File: config.mk
export PLATFORM = sky130hd
export DESIGN_NAME = trng_frontend
export DESIGN_NICKNAME = d
export VERILOG_FILES = /design/src/rtl/trng_pkg.sv /design/src/rtl/trng_source.sv /design/src/rtl/trng_seq.sv /design/src/rtl/trng_fifo.sv /design/src/rtl/trng_frontend.sv
export SDC_FILE = /design/constraint.sdc
export NUM_CORES = 1
export LEC_CHECK = 0
export BUFFER_PORTS_ARGS = -buffer_cell sky130_fd_sc_hd__buf_2
export CAP_MARGIN = 5
export CORE_MARGIN = 3
export CORE_UTILIZATION = 25
export CTS_BUF_LIST = sky130_fd_sc_hd__clkbuf_8 sky130_fd_sc_hd__clkbuf_16
export DETAILED_ROUTE_END_ITERATION = 12
export GPL_ROUTABILITY_DRIVEN = 0
export PLACE_DENSITY = 0.37
export RECOVER_POWER = 100
export SLEW_MARGIN = 20
export SYNTH_ARGS = -nofsm -noshare
export SYNTH_HDL_FRONTEND = slang
export SYNTH_SLANG_ARGS = --single-unit
File: constraint.sdc
create_clock -name clk -period 10.43 [get_ports clk]
set_input_delay 0.5215 -clock clk [delete_from_list [all_inputs] [get_ports clk]]
set_output_delay 0.5215 -clock clk [all_outputs]
set_load 0.005 [all_outputs]
File: src/rtl/trng_pkg.sv
package trng_pkg;
  localparam int REG_W = 32;

  localparam logic [7:0] OFF_IDENT = 8'h00;
  localparam logic [7:0] OFF_CMD   = 8'h04;
  localparam logic [7:0] OFF_CTRL  = 8'h08;
  localparam logic [7:0] OFF_STAT  = 8'h0C;
  localparam logic [7:0] OFF_ERR   = 8'h10;
  localparam logic [7:0] OFF_DATA  = 8'h14;

  localparam int CMD_TEST   = 0;
  localparam int CMD_SEED   = 1;
  localparam int CMD_CLRINT = 4;
  localparam int CMD_CLRERR = 5;

  localparam int CTL_AUTO  = 4;
  localparam int CTL_MDONE = 5;
  localparam int CTL_MERR  = 6;

  localparam int STS_TDONE = 4;
  localparam int STS_SDONE = 5;
  localparam int STS_LVL   = 8;
  localparam int STS_ERR   = 16;

  localparam logic [3:0] ERRC_TEST = 4'h1;
  localparam logic [3:0] ERRC_STAT = 4'h8;

  typedef enum logic [1:0] {OP_IDLE, OP_TEST, OP_SEED} op_e;

  function automatic logic [31:0] lfsr_adv(input logic [31:0] s, input logic [31:0] taps);
    return {1'b0, s[31:1]} ^ (s[0] ? taps : 32'h0);
  endfunction
endpackage

File: src/rtl/trng_source.sv
module trng_source #(
  parameter logic [31:0] TAPS = 32'h8020_0003,
  parameter logic [31:0] INIT = 32'h0000_0001
) (
  input  logic        clk,
  input  logic        rst,
  input  logic        adv,
  output logic [31:0] word
);
  import trng_pkg::*;

  logic [31:0] state_q;

  assign word = lfsr_adv(state_q, TAPS);

  always_ff @(posedge clk) begin
    if (rst)      state_q <= INIT;
    else if (adv) state_q <= word;
  end
endmodule

File: src/rtl/trng_seq.sv
module trng_seq #(
  parameter int TEST_LAT = 12,
  parameter int SEED_LAT = 20
) (
  input  logic clk,
  input  logic rst,
  input  logic start_test,
  input  logic start_seed,
  input  logic fault_in,
  output logic idle,
  output logic fin_test,
  output logic fin_seed,
  output logic fin_fail
);
  import trng_pkg::*;

  localparam int MAXLAT = (TEST_LAT > SEED_LAT) ? TEST_LAT : SEED_LAT;
  localparam int CW     = $clog2(MAXLAT + 1);

  op_e           op_q;
  logic [CW-1:0] cnt_q;
  logic          last;

  assign idle     = (op_q == OP_IDLE);
  assign last     = !idle && (cnt_q == '0);
  assign fin_test = last && (op_q == OP_TEST);
  assign fin_seed = last && (op_q == OP_SEED);
  assign fin_fail = last && fault_in;

  always_ff @(posedge clk) begin
    if (rst) begin
      op_q  <= OP_IDLE;
      cnt_q <= '0;
    end else if (idle) begin
      if (start_test) begin
        op_q  <= OP_TEST;
        cnt_q <= CW'(TEST_LAT - 1);
      end else if (start_seed) begin
        op_q  <= OP_SEED;
        cnt_q <= CW'(SEED_LAT - 1);
      end
    end else if (last) begin
      op_q <= OP_IDLE;
    end else begin
      cnt_q <= cnt_q - 1'b1;
    end
  end
endmodule

File: src/rtl/trng_fifo.sv
module trng_fifo #(
  parameter int DEPTH = 16,
  parameter int WIDTH = 32,
  localparam int AW = $clog2(DEPTH),
  localparam int LW = $clog2(DEPTH + 1)
) (
  input  logic             clk,
  input  logic             rst,
  input  logic             push,
  input  logic [WIDTH-1:0] wdata,
  input  logic             rd_req,
  input  logic             pop,
  output logic [WIDTH-1:0] q,
  output logic [LW-1:0]    level
);
  logic [WIDTH-1:0] mem [DEPTH];
  logic [AW-1:0]    wptr_q, rptr_q;
  logic [WIDTH-1:0] q_mem;
  logic             empty_q;

  function automatic logic [AW-1:0] wrap_inc(input logic [AW-1:0] p);
    return (p == AW'(DEPTH - 1)) ? '0 : p + 1'b1;
  endfunction

  always_ff @(posedge clk) begin
    if (push) mem[wptr_q] <= wdata;
    if (pop)  q_mem <= mem[rptr_q];
  end

  always_ff @(posedge clk) begin
    if (rst) begin
      wptr_q  <= '0;
      rptr_q  <= '0;
      level   <= '0;
      empty_q <= 1'b1;
    end else begin
      if (push) wptr_q <= wrap_inc(wptr_q);
      if (pop)  rptr_q <= wrap_inc(rptr_q);
      if (push && !pop)      level <= level + 1'b1;
      else if (pop && !push) level <= level - 1'b1;
      if (rd_req) empty_q <= !pop;
    end
  end

  assign q = empty_q ? '0 : q_mem;
endmodule

File: src/rtl/trng_frontend.sv
module trng_frontend #(
  parameter int          ADDR_W       = 8,
  parameter int          FIFO_DEPTH   = 16,
  parameter int          TEST_LAT     = 12,
  parameter int          SEED_LAT     = 20,
  parameter int          RESEED_WORDS = 1 << 20,
  parameter logic [3:0]  VER_TYPE     = 4'h2,
  parameter logic [7:0]  VER_MAJOR    = 8'h01,
  parameter logic [7:0]  VER_MINOR    = 8'h03,
  parameter logic [31:0] LFSR_TAPS    = 32'h8020_0003,
  parameter logic [31:0] LFSR_INIT    = 32'h0000_0001
) (
  input  logic              clk,
  input  logic              rst,
  input  logic              bus_wr,
  input  logic              bus_rd,
  input  logic [ADDR_W-1:0] bus_addr,
  input  logic [31:0]       bus_wdata,
  output logic [31:0]       bus_rdata,
  output logic              irq,
  input  logic              fault_inject
);
  import trng_pkg::*;

  localparam int LVL_W = $clog2(FIFO_DEPTH + 1);
  localparam int CNT_W = $clog2(RESEED_WORDS + 1);

  logic wr_cmd, wr_ctrl, rd_data;
  logic cmd_test, cmd_seed, cmd_clrint, cmd_clrerr;
  logic seq_idle, fin_test, fin_seed, fin_fail;
  logic start_test, start_seed;
  logic test_done, seed_done, err_flag, seeded;
  logic [3:0] err_code;
  logic auto_en, mask_done, mask_err;
  logic reseed_pend;
  logic [CNT_W-1:0] served_q;
  logic [LVL_W-1:0] fifo_level;
  logic [31:0] fifo_q, src_word, reg_q, sts_word;
  logic push, pop, sel_fifo;
  logic unused_wdata;

  assign unused_wdata = ^{bus_wdata[31:7], bus_wdata[3:2]};

  assign wr_cmd  = bus_wr && (bus_addr == ADDR_W'(OFF_CMD));
  assign wr_ctrl = bus_wr && (bus_addr == ADDR_W'(OFF_CTRL));
  assign rd_data = bus_rd && (bus_addr == ADDR_W'(OFF_DATA));

  assign cmd_test   = wr_cmd && bus_wdata[CMD_TEST];
  assign cmd_seed   = wr_cmd && bus_wdata[CMD_SEED];
  assign cmd_clrint = wr_cmd && bus_wdata[CMD_CLRINT];
  assign cmd_clrerr = wr_cmd && bus_wdata[CMD_CLRERR];

  assign start_test = seq_idle && cmd_test;
  assign start_seed = seq_idle && !cmd_test && (cmd_seed || reseed_pend);

  assign pop  = rd_data && (fifo_level != '0);
  assign push = seeded && !err_flag && seq_idle && (fifo_level < LVL_W'(FIFO_DEPTH));

  trng_seq #(.TEST_LAT(TEST_LAT), .SEED_LAT(SEED_LAT)) seq_i (
    .clk(clk), .rst(rst),
    .start_test(start_test), .start_seed(start_seed), .fault_in(fault_inject),
    .idle(seq_idle), .fin_test(fin_test), .fin_seed(fin_seed), .fin_fail(fin_fail)
  );

  trng_source #(.TAPS(LFSR_TAPS), .INIT(LFSR_INIT)) src_i (
    .clk(clk), .rst(rst), .adv(push), .word(src_word)
  );

  trng_fifo #(.DEPTH(FIFO_DEPTH), .WIDTH(32)) fifo_i (
    .clk(clk), .rst(rst), .push(push), .wdata(src_word),
    .rd_req(rd_data), .pop(pop), .q(fifo_q), .level(fifo_level)
  );

  // event flags: clears first, completions override
  always_ff @(posedge clk) begin
    if (rst) begin
      test_done <= 1'b0;
      seed_done <= 1'b0;
      err_flag  <= 1'b0;
      err_code  <= '0;
      seeded    <= 1'b0;
    end else begin
      if (cmd_clrerr) begin
        err_flag  <= 1'b0;
        err_code  <= '0;
        test_done <= 1'b0;
        seed_done <= 1'b0;
      end else if (cmd_clrint && !err_flag) begin
        test_done <= 1'b0;
        seed_done <= 1'b0;
      end
      if (fin_test) begin
        test_done <= 1'b1;
        if (fin_fail) begin
          err_flag <= 1'b1;
          err_code <= ERRC_TEST;
        end
      end
      if (fin_seed) begin
        seed_done <= 1'b1;
        if (fin_fail) begin
          err_flag <= 1'b1;
          err_code <= ERRC_STAT;
        end else begin
          seeded <= 1'b1;
        end
      end
    end
  end

  // control register and served-word reseed counter
  always_ff @(posedge clk) begin
    if (rst) begin
      auto_en     <= 1'b0;
      mask_done   <= 1'b0;
      mask_err    <= 1'b0;
      served_q    <= '0;
      reseed_pend <= 1'b0;
    end else begin
      if (wr_ctrl) begin
        auto_en   <= bus_wdata[CTL_AUTO];
        mask_done <= bus_wdata[CTL_MDONE];
        mask_err  <= bus_wdata[CTL_MERR];
      end
      if (start_seed) reseed_pend <= 1'b0;
      if (pop) begin
        if (served_q == CNT_W'(RESEED_WORDS - 1)) begin
          served_q <= '0;
          if (auto_en) reseed_pend <= 1'b1;
        end else begin
          served_q <= served_q + 1'b1;
        end
      end
    end
  end

  always_ff @(posedge clk) begin
    if (rst) irq <= 1'b0;
    else     irq <= ((test_done || seed_done) && !mask_done) || (err_flag && !mask_err);
  end

  always_comb begin
    sts_word = '0;
    sts_word[STS_TDONE] = test_done;
    sts_word[STS_SDONE] = seed_done;
    sts_word[STS_LVL +: LVL_W] = fifo_level;
    sts_word[STS_ERR] = err_flag;
  end

  always_ff @(posedge clk) begin
    if (rst) begin
      reg_q    <= '0;
      sel_fifo <= 1'b0;
    end else if (bus_rd) begin
      sel_fifo <= (bus_addr == ADDR_W'(OFF_DATA));
      if (bus_addr == ADDR_W'(OFF_IDENT))
        reg_q <= {VER_TYPE, 12'h000, VER_MAJOR, VER_MINOR};
      else if (bus_addr == ADDR_W'(OFF_CTRL))
        reg_q <= {25'd0, mask_err, mask_done, auto_en, 4'd0};
      else if (bus_addr == ADDR_W'(OFF_STAT))
        reg_q <= sts_word;
      else if (bus_addr == ADDR_W'(OFF_ERR))
        reg_q <= {28'd0, err_code};
      else
        reg_q <= '0;
    end
  end

  assign bus_rdata = sel_fifo ? fifo_q : reg_q;
endmodule

Yosys cells after proc, flatten, opt, wreduce, memory -nomap -nowiden:

Memories as Yosys holds them, arrays and structs flattened. A register that Yosys moved wholly into a read port is not among the register bits.
Index checks and enable logic that the tools add are counted.

* register bits after elaboration: 120
* memory bits (writable): 512
* bits of input ports: 45
* output and inout bits: 33
* logic and storage cells: 126
* memories: 1

* add/sub/neg operators: 6
* $lt $le $gt $ge: 1
* eq/ne operators: 12
* multiplexer cells: 40
* bitwise operators: 2
* reduce and logical (&&, ||, !) cells: 44

Memories
* fifo_i.mem: words 16, bits a word 32, read ports 1, clocked after memory_dff 1, write ports 1, RTL line trng_fifo.sv:16 `logic [WIDTH-1:0] mem [DEPTH];`

Operators by type and width (number)
* 2-to-1 mux 32 bit: 3
* 2-to-1 mux 17 bit: 2
* 2-to-1 mux 4 bit: 8
* bitwise XOR 31 x 32 -> 32 bit: 1
* 2-to-1 mux 30 bit: 1
* 2-to-1 mux 5 bit: 6
* logical AND 1 bit: 23
* adder 21 x 1 -> 21 bit, second input constant: 1
* equality test 21 x 20 -> 1 bit, second input constant: 1
* 2-to-1 mux 21 bit: 1
* equality test 8 x 4 -> 1 bit, second input constant: 2
* equality test 8 x 5 -> 1 bit, second input constant: 2
* 2-to-1 mux 1 bit: 15
* subtractor 5 x 1 -> 5 bit, second input constant: 2
* adder 4 x 1 -> 4 bit, second input constant: 2
* equality test 4 bit, second input constant: 2
* equality test 8 x 3 -> 1 bit, second input constant: 1
* zero test 8 bit: 1
* 2-to-1 mux 2 bit: 4
* zero test 1 bit: 7
* AND reduction 2 bit: 3
* nonzero test 3 bit: 2
* adder 5 x 1 -> 5 bit, second input constant: 1
* zero test 5 bit: 1
* other kinds (10): 13

Depth between registers and ports, before layout:

Gate-level depths: netlist (run 1).

* word-level depth: 10
* depth in mapped cells: 13
* depth with buffers taken out: 11

Cells and area by module:

From an unflattened synthesis (run 1), not the netlist that was laid out.

* cells, all modules: 1442
* area total of the unflattened synthesis: 25522.0 um^2

Modules (own cells, without submodules)
* trng_fifo: times used 1, cells each 964, area an instance 21194.1 um^2, seq. area each 16615.9 um^2
* trng_frontend: times used 1, cells each 293, area an instance 2489.9 um^2, seq. area each 980.9 um^2
* trng_source: times used 1, cells each 139, area an instance 1435.1 um^2, seq. area each 640.6 um^2
* trng_seq: times used 1, cells each 46, area an instance 402.9 um^2, seq. area each 140.1 um^2

Least setup slack after synthesis (run 1):

Ideal clock, no wire load.

* path kind: register -> register
* from: register seq_i.op_q[0]
* to: memory fifo_i.mem[0][0] (enable)
* setup time: 0.461 ns
* arrival time: 3.500 ns
* required time: 9.969 ns
* path slack: 6.469 ns
* stages on the path, launching flop included: 8
* buffers on the path: 2
* period minus slack after synthesis: 3.961 ns
* path through: dfxtp_1 -> clkbuf_1 -> nor2_2 -> nand3_1 -> inv_1 -> buf_2 -> nand2_1 -> nor3_1

* longest elaborated chain between the ends: 5

RTL lines
* from (decl): RTL line trng_seq.sv:20 `op_e op_q;`
* from (signal assigned): RTL line trng_seq.sv:32 `op_q <= OP_IDLE;`
* from (signal assigned): RTL line trng_seq.sv:36 `op_q <= OP_TEST;`
* from (signal assigned): RTL line trng_seq.sv:39 `op_q <= OP_SEED;`
* zero test 2 bit: RTL line trng_seq.sv:24 `assign idle = (op_q == OP_IDLE);`
* logical AND 1 bit (2 in a row): RTL line trng_frontend.sv:57 `assign push = seeded && !err_flag && seq_idle && (fifo_level < LVL_W'(FIFO_DEPTH));`
* 2-to-1 mux 1 bit: RTL line trng_fifo.sv:26 `if (push) mem[wptr_q] <= wdata;`
* 2-to-1 mux 1 bit (not written as such): RTL line trng_fifo.sv:26
* to (decl): RTL line trng_fifo.sv:16

Every way passes these cells.

Worst setup path in the final report (run 1):

* from: register seq_i.op_q[1]
* to: memory fifo_i.mem[3][7] (enable)

Same word-level chain as after synthesis.

==> impl_metrics.env, run 1 <==
export IMPL_postSynthAreaPerCell_sq_um=18.4
export IMPL_die_area_sq_um=104000
export IMPL_drc=0
export IMPL_cts_hold_fix_buffers=0
export IMPL_port_buffers=50
export IMPL_drtIter0Drc=886
export IMPL_drive_above_1_share=0.222
export IMPL_relSlewSlack=-1.48
export IMPL_syn_inst=1360
export IMPL_vdd_drop_max_uv=94.3
export IMPL_area_growth_pct=16.5
export IMPL_critPathMaxStageDelay_ns=1.53
export IMPL_start_kind="register"
export IMPL_cts_tree="yes"
export IMPL_crit_family="buffers and inverters"
export IMPL_violations="max-capacitance violations, max-slew violations"
export IMPL_postCtsSetupBuffers=0
export IMPL_drt_wl_total_mm=64.8
export IMPL_fillCellCount=9703
export IMPL_hold_path_class="in2reg"
export IMPL_cts_htree_levels=3
export IMPL_grt_max_degree=67
export IMPL_fp_coreArea_sq_um=98900
export IMPL_critPathBufInv=4
export IMPL_clockBufferDepth=3
export IMPL_maxSlewViolCount=285
export IMPL_period_share=0.646
export IMPL_cts_resized_gates=0
export IMPL_cpMaxStageDelayCell="clkbuf_1"
export IMPL_route_vias_total=12800
export IMPL_grt_total_usage=0.126
export IMPL_setup_violations=0
export IMPL_status="finished, violations left"
export IMPL_rsz0062_at_grt="false"
export IMPL_holdWs_ns=0.172
export IMPL_ios=78
export IMPL_postRouteAntennaNets=0
export IMPL_fmax_mhz=148
export IMPL_synth_enable_flop_cells=544
export IMPL_grt_pass1_wl_mm=94.8
export IMPL_synth_seq_cells=646
export IMPL_ys_seq_area_frac=0.733
export IMPL_synth_nets=1418
export IMPL_synth_top_flop_cell="edfxtp_1"
export IMPL_clkLatencyLatePin_ns=0.61
export IMPL_netlist_area_sq_um=25100
export IMPL_rows=115
export IMPL_timing_final_ws_setup_ns=3.69
export IMPL_n_antenna_cell=0
export IMPL_yosys_warnings=0
export IMPL_first_pass_iters=5
export IMPL_synth_top_area_share=0.652
export IMPL_fin_crit_ns=6.74
export IMPL_max_cap_violations=12
export IMPL_p_per_area_nw_per_um2=180
export IMPL_dp_hpwl_mm=35.9
export IMPL_grt_overflow_total=0
export IMPL_dp_slack_ns=6.41
export IMPL_fp_dieW_um=323
export IMPL_cts_clk_slew_worst_paths_ns=0.06
export IMPL_fp_dieH_um=323
export IMPL_critPathCaptureType="register"
export IMPL_via_per_inst=4.55
export IMPL_setup_worst_path_class="reg2reg"
export IMPL_wl_per_cell_um=23.1
export IMPL_finalPower_w=0.00526
export IMPL_cp_arrival_ns=6.91
export IMPL_cts_sinks=646
export IMPL_worstPathMaxFanout=35
export IMPL_path_cells="nor2_1 -> nand3_2 -> clkbuf_1 -> inv_1 -> clkbuf_1 -> nand2_1 -> nor3_1 -> clkbuf_1"
export IMPL_crit_top_cell="clkbuf_1"
export IMPL_max_slew_worst_pin_slew_ns=3.72
export IMPL_async_flop_share=0
export IMPL_cts_root_buf="clkbuf_16"
export IMPL_start_util=0.254
export IMPL_yosysTopAreaCell="edfxtp_1"
export IMPL_synth_cell_types=61
export IMPL_worstPathRequired_ns=10.60
export IMPL_p_leak_nw=8.95
export IMPL_fin_skew_ns=0.0201
export IMPL_final_setup_tns_ns=0
export IMPL_synth_area_leaders="edfxtp_1 65%, mux4_2 14%, dfxtp_1 8.1%"
export IMPL_fin_nets=1512
export IMPL_first_global_vias=13400
export IMPL_antenna_found_initial=1
export IMPL_cts_made_buffers=75
export IMPL_hold_violations=0
state kept, by name, summed over array words and instances (netlist names):
signal / count
auto_en: 1
err_code: 4
err_flag: 1
fifo_i.empty_q: 1
fifo_i.level: 5
fifo_i.mem: 512
fifo_i.q_mem: 32
fifo_i.rptr_q: 4
fifo_i.wptr_q: 4
irq: 1
mask_done: 1
mask_err: 1
reg_q: 14
reseed_pend: 1
seed_done: 1
seeded: 1
sel_fifo: 1
seq_i.cnt_q: 5
seq_i.op_q: 2
served_q: 21
src_i.state_q: 32
test_done: 1
power by group:
group | total (W) | internal (W) | leakage [nW] | switching (W)
Combinational | 0.0000240 | 0.00000651 | 1.83 | 0.0000175
Sequential | 0.00276 | 0.00276 | 5.87 | 0.000000940
Clock | 0.00248 | 0.00144 | 1.25 | 0.00104
Total | 0.00526 | 0.00420 | 8.95 | 0.00105
cell families (layout without fill, tap and decap cells):
logic type,Yosys count,after routing,synth area share
mux,168,168,0.147
fa+ha+maj,13,13,0.00679
simple gates,288,288,0.0575
xor+xnor,27,27,0.00944
buf+inv,100,255,0.0172
compound gates,118,118,0.0286
flops,646,646,0.733
worst min-delay path: stages:
cell and delay (ns):
buf_2 0.10, nand3_1 0.06, a21oi_1 0.05
synth_stat cells, types with 5 or more instances:
library cell	number
nor3_1	15
nor2_1	68
ha_1	12
o21ai_0	18
and2_1	18
mux2i_1	5
dfxtp_1	102
xor2_1	6
nand3b_1	5
buf_1	13
nor4_1	8
nand3_1	16
a22oi_1	6
inv_1	28
clkbuf_1	35
mux4_2	160
buf_2	20
nand2_1	107
edfxtp_1	544
nand4_1	8
xnor2_1	21
a21oi_1	62
nor2b_1	6
per-stage QoR:
stage,area [sq um],cells,util
3_5_place_dp,27100,2664,0.274
6_report,29200,2802,0.295
4_1_cts,29400,2802,0.298
3_3_place_gp,27000,2660,0.273
5_1_grt,29200,2802,0.295
2_1_floorplan,25100,1360,-
worst paths after layout:
kind | from | end | slack (ns) | cells after the start
setup / recovery | seq_i.op_q[1] | fifo_i.mem[3][7] | 3.69 | 8
hold / removal | bus_wdata[6] | mask_err | 0.17 | 3
setup reg to reg | seq_i.op_q[1] | fifo_i.mem[3][7] | 3.69 | 8
hold reg to reg | err_code[1] | err_code[1] | 0.43 | 2
layer usage:
metal,vias up,part of all wire,track usage
met1,6854,0.47,0.180
met3,84,0.036,0.0212
met5,-,0,0
met4,0,0.017,0.0296
met2,215,0.47,0.200
li1,5599,-,-
cells in the final DEF (no fill, tap or decap), types with 4 or more instances in the layout:
cell type / Yosys / layout
nor2_1: 68 / 61
a32oi_1: 4 / 4
inv_6: 0 / 4
a31oi_1: 4 / 4
edfxtp_1: 544 / 544
dfxtp_1: 102 / 99
clkbuf_8: 0 / 4
ha_1: 12 / 12
clkbuf_16: 0 / 77
nor4_1: 8 / 10
buf_2: 20 / 30
clkbuf_1: 35 / 38
mux4_2: 160 / 160
a21o_1: 4 / 4
buf_4: 0 / 19
nor2_4: 0 / 8
o21ai_0: 18 / 18
and2_1: 18 / 5
nor4b_1: 3 / 4
clkinv_2: 0 / 9
a22oi_1: 6 / 6
nand4_1: 8 / 8
a21oi_1: 62 / 62
nor3_1: 15 / 16
xor2_1: 6 / 6
nand3b_1: 5 / 5
xnor2_1: 21 / 21
mux2i_1: 5 / 5
nand2b_1: 4 / 4
nand3_1: 16 / 15
nor2b_1: 6 / 6
and2_0: 0 / 13
clkinv_1: 0 / 13
nand2_1: 107 / 107
inv_1: 28 / 55
layout make-up:
class / count / area [sq um] / area share
clock buffers: 81 / 1980 / 0.0679
well taps: 1287 / 1610 / 0.0552
multi-input cells: 614 / 6270 / 0.215
flip-flops and latches: 646 / 18400 / 0.630
inverters: 28 / 105 / 0.00360
clock inverters: 57 / 340 / 0.0117
repair buffers: 89 / 490 / 0.0168
No activity file was read; power rests on OpenSTA's default activity.
==> inputs of run 2 (changes only) <==
Settings changed: PLACE_DENSITY 0.37 to 0.38.
Clock period 10.43 ns to 5.9 ns, I/O delays scaled along.
==> impl_metrics.env, run 2 (synthesis results as in run 1) <==
export IMPL_final_cell_area_sq_um=29400
export IMPL_fin_skew_ns=0.0253
export IMPL_hold_path_depth=2
export IMPL_fp_coreArea_sq_um=98900
export IMPL_start_util=0.254
export IMPL_period_share=0.738
export IMPL_final_setup_tns_ns=0
export IMPL_clkLatencyLatePin_ns=0.62
export IMPL_grt_max_degree=81
export IMPL_cts_tree="yes"
export IMPL_fp_dieW_um=323
export IMPL_maxSlewViolCount=142
export IMPL_drc=0
export IMPL_fmax_mhz=230
export IMPL_port_buffers=50
export IMPL_area_growth_pct=17.3
export IMPL_worst_r2r_path_depth=7
export IMPL_layout_common_cells="544 x edfxtp_1, 160 x mux4_2, 107 x nand2_1"
export IMPL_cts_root_buf="clkbuf_16"
export IMPL_worstReg2RegEnd="fifo_i.mem[4][0]"
export IMPL_hold_path_startpoint="rst"
export IMPL_violations="max-capacitance violations, max-slew violations"
export IMPL_relSlewSlack=-0.975
export IMPL_first_global_vias=13300
export IMPL_critPathCaptureType="register"
export IMPL_via_per_inst=4.49
export IMPL_fp_dieH_um=323
export IMPL_crit_path_start="seq_i.op_q[1]"
export IMPL_max_slew_worst_pin_slew_ns=2.96
export IMPL_p_per_area_nw_per_um2=322
export IMPL_status="finished, violations left"
export IMPL_holdWs_ns=0.0791
export IMPL_fin_nets=1521
export IMPL_rows=115
export IMPL_wl_per_cell_um=22.2
export IMPL_setup_violations=0
export IMPL_drt_wl_total_mm=62.5
export IMPL_hold_path_end="seed_done"
export IMPL_die_area_sq_um=104000
export IMPL_start_kind="register"
export IMPL_cts_clk_slew_worst_paths_ns=0.06
export IMPL_cts_resized_gates=0
export IMPL_setup_worst_path_class="reg2reg"
export IMPL_r2r_start="seq_i.op_q[1]"
export IMPL_hold_path_class="in2reg"
export IMPL_reg_top3="fifo_i.mem (512), fifo_i.q_mem (32), src_i.state_q (32)"
export IMPL_final_common_cell="edfxtp_1"
export IMPL_postRouteAntennaNets=0
export IMPL_worstPathRequired_ns=6.13
export IMPL_clockBufferDepth=3
export IMPL_worstPathMaxFanout=35
export IMPL_vdd_drop_max_uv=150
export IMPL_grt_pass1_wl_mm=92.7
export IMPL_first_pass_iters=6
export IMPL_cts_made_buffers=74
export IMPL_rsz0062_at_grt="false"
export IMPL_dpl_cell_area_sq_um=27100
export IMPL_p_leak_nw=9.03
export IMPL_ios=78
export IMPL_route_vias_total=12600
export IMPL_cts_htree_levels=3
export IMPL_drtIter0Drc=787
export IMPL_regMostFlops="fifo_i.mem"
export IMPL_max_cap_violations=7
export IMPL_reg2reg_slack_ns=1.55
export IMPL_largest_reg_flops=512
export IMPL_grt_overflow_total=0
export IMPL_fin_crit_ns=4.35
export IMPL_antenna_found_initial=2
export IMPL_cts_sinks=646
export IMPL_drive_above_1_share=0.232
export IMPL_grt_total_usage=0.121
export IMPL_hold_violations=0
export IMPL_dp_hpwl_mm=35.8
export IMPL_n_antenna_cell=0
export IMPL_cp_arrival_ns=4.58
run 2: cell types whose count changed in the layout (fill, tap and decap cells not counted), moves of 4 or more:
| cell | previous run | this run |
|---|---|---|
| dlygate4sd3_1 | 0 | 8 |
| inv_1 | 55 | 47 |
| clkbuf_1 | 38 | 31 |
| clkbuf_8 | 4 | 11 |
| clkinv_1 | 13 | 8 |
| nor2_1 | 61 | 66 |
| buf_4 | 19 | 23 |
| nor2_4 | 8 | 4 |
run 2: timing repair:
action / CTS / global route
hold buffers: 8 / 0
setup endpoints to repair: 0 / 0
hold endpoints to repair: 5 / 0
setup buffers: 0 / 0
run 2: area by class of cell:
| class | instances | area, sq um |
|---|---|---|
| clock inverters | 49 | 362 |
| well taps | 1287 | 1610 |
| fillers | 9668 | 69500 |
| repair buffers | 99 | 606 |
| multi-input cells | 614 | 6240 |
| flip-flops and latches | 646 | 18400 |
| inverters | 28 | 105 |
| clock buffers | 88 | 2080 |
run 2: worst max path at each step:
stage | endpoint | slack, ns | depth (start not counted)
floorplan | fifo_i.mem[0][0] | 1.94 | 7
global placement | fifo_i.mem[3][7] | 2.00 | 7
detailed placement | fifo_i.mem[13][1] | 2.36 | 7
CTS | fifo_i.mem[13][31] | 2.36 | 7
global route | fifo_i.mem[4][9] | 1.12 | 7
finish | fifo_i.mem[4][0] | 1.55 | 7
run 2: power breakdown:
part           switching [W]  internal (W)  total [W]  leakage [nW]
Sequential        0.00000165       0.00488    0.00488          5.87
Clock                0.00186       0.00269    0.00454          1.28
Combinational      0.0000312     0.0000136  0.0000448          1.88
run 2: through the flow:
step	worst slack [ns]	utilization	cells	power, W
after CTS	2.36	0.300	2811	0.00964
after floorplan	1.94	-	1360	0.00500
final	1.55	0.297	2811	0.00946
after global routing	1.12	0.297	2811	0.00982
after global placement	2.00	0.274	2665	0.00502
after detailed placement	2.36	0.274	2666	0.00502
run 2: routing by layer:
metal,global-route usage,wire [um]
met1,0.168,28800
met5,0,0
met2,0.197,30000
met4,0.0326,1030
met3,0.0216,2700
run 2: critical path, cell delays in order, from the launching register on:
cell and delay (ns):
dfxtp_1 0.37, nor2_1 0.50, nand3_2 0.14, buf_4 0.31, inv_1 0.59, nand2_1 0.28, nor2_1 1.11, clkbuf_1 0.65
